## src/rtl/linkstat_pkg.sv

```systemverilog
package linkstat_pkg;
  // Number of statistics counters held by the block.
  localparam int NUM_CNT = 2;
  // Width of a bus register word.
  localparam int REG_W   = 32;

  // Index of each counter; also its word offset from the base address.
  typedef enum int {
    IDX_BAD_CTL = 0,
    IDX_NAK     = 1
  } cnt_idx_e;

  // Next value of a saturating clear-on-read counter.
  function automatic logic [63:0] sat_next(input logic [63:0] cur,
                                           input logic [63:0] max_val,
                                           input logic evt,
                                           input logic clr);
    logic [63:0] r;
    if (clr)
      r = evt ? 64'd1 : 64'd0;
    else if (evt && (cur != max_val))
      r = cur + 64'd1;
    else
      r = cur;
    return r;
  endfunction
endpackage

```

## src/rtl/linkstat_rst_sync.sv

```systemverilog
module linkstat_rst_sync #(
  parameter int STAGES = 2
) (
  input  logic clk,
  input  logic rst_n,
  output logic rst_sync_n
);
  logic [STAGES-1:0] sync_q;
  logic [STAGES-1:0] sync_d;

  always_comb begin
    sync_d = {sync_q[STAGES-2:0], 1'b1};
  end

  always_ff @(posedge clk or negedge rst_n) begin
    if (!rst_n)
      sync_q <= '0;
    else
      sync_q <= sync_d;
  end

  assign rst_sync_n = sync_q[STAGES-1];
endmodule

```

## src/rtl/linkstat_sat_cnt.sv

```systemverilog
module linkstat_sat_cnt #(
  parameter int CNT_W = 16
) (
  input  logic             clk,
  input  logic             rst_n,
  input  logic             evt,
  input  logic             clr,
  output logic [CNT_W-1:0] cnt
);
  logic [CNT_W-1:0] cnt_q;
  logic [CNT_W-1:0] cnt_d;
  logic             at_max;
  logic             cnt_en;

  always_comb begin
    at_max = &cnt_q;
    cnt_en = clr | (evt & ~at_max);
    if (clr)
      cnt_d = evt ? CNT_W'(1) : '0;
    else
      cnt_d = cnt_q + CNT_W'(1);
  end

  always_ff @(posedge clk or negedge rst_n) begin
    if (!rst_n)
      cnt_q <= '0;
    else if (cnt_en)
      cnt_q <= cnt_d;
  end

  assign cnt = cnt_q;
endmodule

```

## src/rtl/linkstat_rd_decode.sv

```systemverilog
module linkstat_rd_decode #(
  parameter int ADDR_W    = 10,
  parameter int BASE_WORD = 0,
  parameter int NUM_CNT   = 2
) (
  input  logic               bus_rd,
  input  logic               bus_wr,
  input  logic [ADDR_W-1:0]  bus_addr,
  output logic               rd_ok,
  output logic [NUM_CNT-1:0] rd_hit
);
  // A write, alone or together with a read strobe, never reads.
  assign rd_ok = bus_rd & ~bus_wr;

  for (genvar g = 0; g < NUM_CNT; g++) begin : g_hit
    localparam logic [ADDR_W-1:0] WORD_ADDR = ADDR_W'(BASE_WORD + g);
    assign rd_hit[g] = rd_ok && (bus_addr == WORD_ADDR);
  end
endmodule

```

## src/rtl/linkstat_rd_port.sv

```systemverilog
module linkstat_rd_port #(
  parameter int NUM_CNT = 2,
  parameter int CNT_W   = 16,
  parameter int REG_W   = 32
) (
  input  logic                     clk,
  input  logic                     rst_n,
  input  logic                     rd_ok,
  input  logic [NUM_CNT-1:0]       rd_hit,
  input  logic [NUM_CNT*CNT_W-1:0] cnt_flat,
  output logic [REG_W-1:0]         rdata,
  output logic                     rvalid
);
  logic [REG_W-1:0] word_d;
  logic [REG_W-1:0] rdata_q;
  logic             rvalid_q;

  always_comb begin
    word_d = '0;
    for (int i = 0; i < NUM_CNT; i++) begin
      if (rd_hit[i])
        word_d[CNT_W-1:0] = cnt_flat[i*CNT_W +: CNT_W];
    end
  end

  always_ff @(posedge clk or negedge rst_n) begin
    if (!rst_n)
      rdata_q <= '0;
    else if (rd_ok)
      rdata_q <= word_d;
  end

  always_ff @(posedge clk or negedge rst_n) begin
    if (!rst_n)
      rvalid_q <= 1'b0;
    else
      rvalid_q <= rd_ok;
  end

  assign rdata  = rdata_q;
  assign rvalid = rvalid_q;
endmodule

```

## src/rtl/linkstat_counters.sv

```systemverilog
module linkstat_counters #(
  parameter int ADDR_W    = 10,
  parameter int BASE_WORD = 0,
  parameter int CNT_W     = 16
) (
  input  logic                           clk,
  input  logic                           rst_n,
  input  logic                           evt_bad_ctl,
  input  logic                           evt_nak,
  input  logic                           bus_rd,
  input  logic                           bus_wr,
  input  logic [ADDR_W-1:0]              bus_addr,
  input  logic [linkstat_pkg::REG_W-1:0] bus_wdata,
  output logic [linkstat_pkg::REG_W-1:0] bus_rdata,
  output logic                           bus_rvalid
);
  import linkstat_pkg::*;

  logic                     rst_sync_n;
  logic                     rd_ok;
  logic [NUM_CNT-1:0]       rd_hit;
  logic [NUM_CNT-1:0]       evt_vec;
  logic [NUM_CNT*CNT_W-1:0] cnt_flat;
  logic                     wdata_unused;

  // Write data has no destination; reduce it so every input is consumed.
  assign wdata_unused = ^bus_wdata;

  always_comb begin
    evt_vec              = '0;
    evt_vec[IDX_BAD_CTL] = evt_bad_ctl;
    evt_vec[IDX_NAK]     = evt_nak;
  end

  linkstat_rst_sync #(.STAGES(2)) u_rst_sync (
    .clk        (clk),
    .rst_n      (rst_n),
    .rst_sync_n (rst_sync_n)
  );

  linkstat_rd_decode #(
    .ADDR_W    (ADDR_W),
    .BASE_WORD (BASE_WORD),
    .NUM_CNT   (NUM_CNT)
  ) u_decode (
    .bus_rd   (bus_rd),
    .bus_wr   (bus_wr),
    .bus_addr (bus_addr),
    .rd_ok    (rd_ok),
    .rd_hit   (rd_hit)
  );

  for (genvar g = 0; g < NUM_CNT; g++) begin : g_cnt
    linkstat_sat_cnt #(.CNT_W(CNT_W)) u_cnt (
      .clk   (clk),
      .rst_n (rst_sync_n),
      .evt   (evt_vec[g]),
      .clr   (rd_hit[g]),
      .cnt   (cnt_flat[g*CNT_W +: CNT_W])
    );
  end

  linkstat_rd_port #(
    .NUM_CNT (NUM_CNT),
    .CNT_W   (CNT_W),
    .REG_W   (REG_W)
  ) u_rd_port (
    .clk      (clk),
    .rst_n    (rst_sync_n),
    .rd_ok    (rd_ok),
    .rd_hit   (rd_hit),
    .cnt_flat (cnt_flat),
    .rdata    (bus_rdata),
    .rvalid   (bus_rvalid)
  );
endmodule

```

## config.mk

```make
export PLATFORM = sky130hd
export DESIGN_NAME = linkstat_counters
export DESIGN_NICKNAME = d
export VERILOG_FILES = /design/src/rtl/linkstat_pkg.sv /design/src/rtl/linkstat_rst_sync.sv /design/src/rtl/linkstat_sat_cnt.sv /design/src/rtl/linkstat_rd_decode.sv /design/src/rtl/linkstat_rd_port.sv /design/src/rtl/linkstat_counters.sv
export SDC_FILE = /design/constraint.sdc
export NUM_CORES = 1
export LEC_CHECK = 0
export ABC_CLOCK_PERIOD_IN_PS = 1880
export BUFFER_PORTS_ARGS = -buffer_cell sky130_fd_sc_hd__buf_4
export CAP_MARGIN = 20
export CORE_MARGIN = 5
export CORE_UTILIZATION = 50
export CTS_BUF_LIST = sky130_fd_sc_hd__clkbuf_8 sky130_fd_sc_hd__clkbuf_16
export CTS_CLUSTER_SIZE = 25
export DETAILED_ROUTE_END_ITERATION = 7
export HOLD_SLACK_MARGIN = 0.02
export PLACE_DENSITY = 0.77
export SYNTH_ARGS = -nofsm -noshare
export SYNTH_HDL_FRONTEND = slang
export SYNTH_SLANG_ARGS = --single-unit
```

## constraint.sdc

```tcl
create_clock -name clk -period 1.88 [get_ports clk]
set_input_delay 0.094 -clock clk [delete_from_list [all_inputs] [get_ports clk]]
set_output_delay 0.094 -clock clk [all_outputs]
set_load 0.005 [all_outputs]
```

==> results.md <==
* Cell Count, Final, Fillers Out at 429
* Worst-path maximum fanout at 8
* Biggest area consumer among synthesized cells: dfrtp_1
* Final WL at ~6700 um
* Vias at 2493
* DR WL met2 at ~3100 um
* Worst-Skew Late Latency at 310 ps
* Max Slew Vio Count at 0
* Arr. time, crit path at 2010 ps
* Area grow syn2layout at 17.9%
* Worst Path Required at around 2100 ps
* Fill cells at 501
* Worst-margin pin slew at 738 ps
* Post-DP HPWL at 4920 um
* CTS Sinks at 51
* Final ANT Viol Nets at 0
* Share of the yosys chip area belonging to registers at 44.1%
* Uppermost layer routed: met4
* Hold_ws at 73.4 ps
* Clock buffer depth at 2
* Die Width at roughly 86 um
* Vias in the first global route at 2362
* Setup violators final at 0
* Maxcap violations at 0
* Via density at 5.81
* Flops & latches, synth at 51
* Largest cells by area after synthesis: dfrtp_1 (44%), mux2i_1 (8.6%), o21ai_0 (5.0%)
* Clock tree from TritonCTS: yes
* Fin. Hold Viols at 0
* Final critical-path required period at 1780 ps
* Most numerous cell in the Yosys netlist: dfrtp_1
* Net count reported at finish at 406
* Length in cells of the worst reg-to-reg path at 5
* PwrDens at 773 nW/um2
* Max Freq at ~560 MHz
* GRT Total Usage at 19.0%
* Share of the synthesized area in the top cell type at 44.1%
* Drt pass-1 iters at 4
* CP Class: flip-flop to flip-flop
* Final period utilization at 94.7%
* Met3 routed WL at 333 um
* Max H-tree Level at 2
* Mapped Area at 2900 um2
* Io pins at between 80 and 90
* Synth Flop Type: dfrtp_1
* Placed cell count at 420
* Unique masters post-synth at 39
* Initial Utilization at just over 50%
* Largest net degree at the start of global routing at 19
* GP Congestion at about 0.81
* # rows at 27
* Dpl cell area at approximately 3300 um2
* Mean routed wirelength per cell at between 15 and 20 um
* Synthesized instance count at 304
* Slew HR at 50.8%
* Skew final at ~5.3 ps
* Min-delay worst type: input port to flip-flop
* Syn avg cell area at 9.53 um2
* Setup Buffers After CTS at 0
* Setup TNS at 0 ps
* VDD IR-drop max at ~0.55 mV
* Synth cell count leaders: dfrtp_1 (51), o21ai_0 (29), a21oi_1 (28)
* Core Area at 5570 um2
* Share of cells above drive strength 1 at 22.4%
* Clk slew on worst S/H paths at roughly 90 ps
* Clock Tree Root: clkbuf_8
* Leak Pwr at roughly 1.6 nW
* Status: complete, no violations
* Setup crit end kind: flip-flop
* Port Buffers at 32
* First-pass GRT wire length at 11200 um
* RSZ-0062 raised after global routing: no
* Startpoint types: flip-flop
* Final design utilization at between 60% and 70%
* Drt drc at 0
* Number of instances on the worst hold path at 2
* # diodes at 0
* Die area at approximately 7400 um2
* Die height at 86.1 um
* Number of flops mapped to enable cells by yosys at 0
* Design area at 3420 um2
* Met1 WL at between 3000 and 4000 um
* TritonCTS Buffers at 5
* Initial antenna violation count at 0
* Grt total ovfl at 0
* 1st-iter DRT viols at 95
* Synth async-reset ratio at 100%
* Yosys Warn Count at 0
-- repair_timing --
action | CTS | global route
endpoints found under the hold margin | 2 | 0
hold buffers | 1 | 0
gates cloned | 0 | 0
setup endpoints to repair | 1 | 7
resized for setup | 1 | 3
-- registers in the layout, indices dropped and copies added, names as in the netlist --
name,flops
u_rst_sync.sync_q,2
u_rd_port.rvalid,1
u_rd_port.rdata,16
g_cnt.u_cnt.cnt,32
-- worst paths after layout --
path	start	endpoint	slack (ps)
worst min-delay path	evt_bad_ctl	g_cnt[0].u_cnt.cnt[0]	70
max in group asynchronous	u_rst_sync.sync_q[1]	g_cnt[0].u_cnt.cnt[7]	1090
min in group asynchronous	rst_n	u_rst_sync.sync_q[1]	100
worst max register to register	g_cnt[1].u_cnt.cnt[0]	g_cnt[1].u_cnt.cnt[15]	100
worst min register to register	u_rst_sync.sync_q[1]	u_rd_port.rdata[3]	200
worst max-delay path	g_cnt[1].u_cnt.cnt[0]	g_cnt[1].u_cnt.cnt[15]	100
-- layer usage --
metal | global-route usage (%) | up-vias
li1 | - | 1194
met1 | 26.8 | 1201
met2 | 29.6 | 88
met3 | 2.02 | 10
met4 | 7.91 | 0
met5 | 0 | -
-- layout by cell type, fill, tap and decap left out, types with 5 or more instances in the layout --
| master | synthesis | routed |
|---|---|---|
| buf_4 | 16 | 60 |
| dfrtp_1 | 51 | 48 |
| nor2_1 | 5 | 5 |
| inv_1 | 9 | 10 |
| or3_1 | 8 | 7 |
| nand2_1 | 26 | 26 |
| nand3_1 | 11 | 11 |
| o21ai_0 | 29 | 29 |
| conb_1 | 2 | 17 |
| a21oi_1 | 28 | 28 |
| or4_1 | 12 | 12 |
| a21o_1 | 6 | 6 |
| mux2i_1 | 25 | 25 |
| clkbuf_8 | 0 | 7 |
| nand4_1 | 10 | 10 |
| o31ai_1 | 11 | 11 |
-- area by class of cell --
class / count / area, um2 / share of cell area [%]
multi-input cells: 228 / 1450 / 42.5
flip-flops and latches: 51 / 1280 / 37.5
repair buffers: 61 / 460 / 13.5
clock buffers: 7 / 96.3 / 2.82
well taps: 72 / 90.1 / 2.64
inverters: 9 / 33.8 / 0.989
clock inverters: 1 / 3.75 / 0.110
-- worst max-delay path: stages, from the launching register on --
cell	delay [ps]
dfrtp_1	370
buf_4	140
and4_1	250
nand4_1	290
or4_1	490
a21oi_1	160
-- power breakdown --
group,internal [W],switching (W),total [W]
clock,0.000331,0.000358,0.000689
sequential,0.00122,0.000164,0.00139
combinational,0.000276,0.000287,0.000564
-- kinds of logic after synthesis --
logic type                 after synthesis  share of synthesized area (%)
and+or+nand+nor                         97                           20.1
AOI/OAI and AO/OA                       87                           17.8
DFF                                     51                           44.1
buffers and inverters                   40                           8.34
muxes                                   25                           8.64
adders and majority gates                2                          0.864
other                                    2                          0.259
-- per-stage QoR --
step / setup slack [ps] / power, W
after floorplan: 104 / 0.00175
after global placement: 17.0 / 0.00193
after detailed placement: 7.23 / 0.00196
after CTS: 22.6 / 0.00265
after global routing: 3.28 / 0.00280
final: 99.9 / 0.00264
Note: power is estimated with default switching activity, not from simulation.
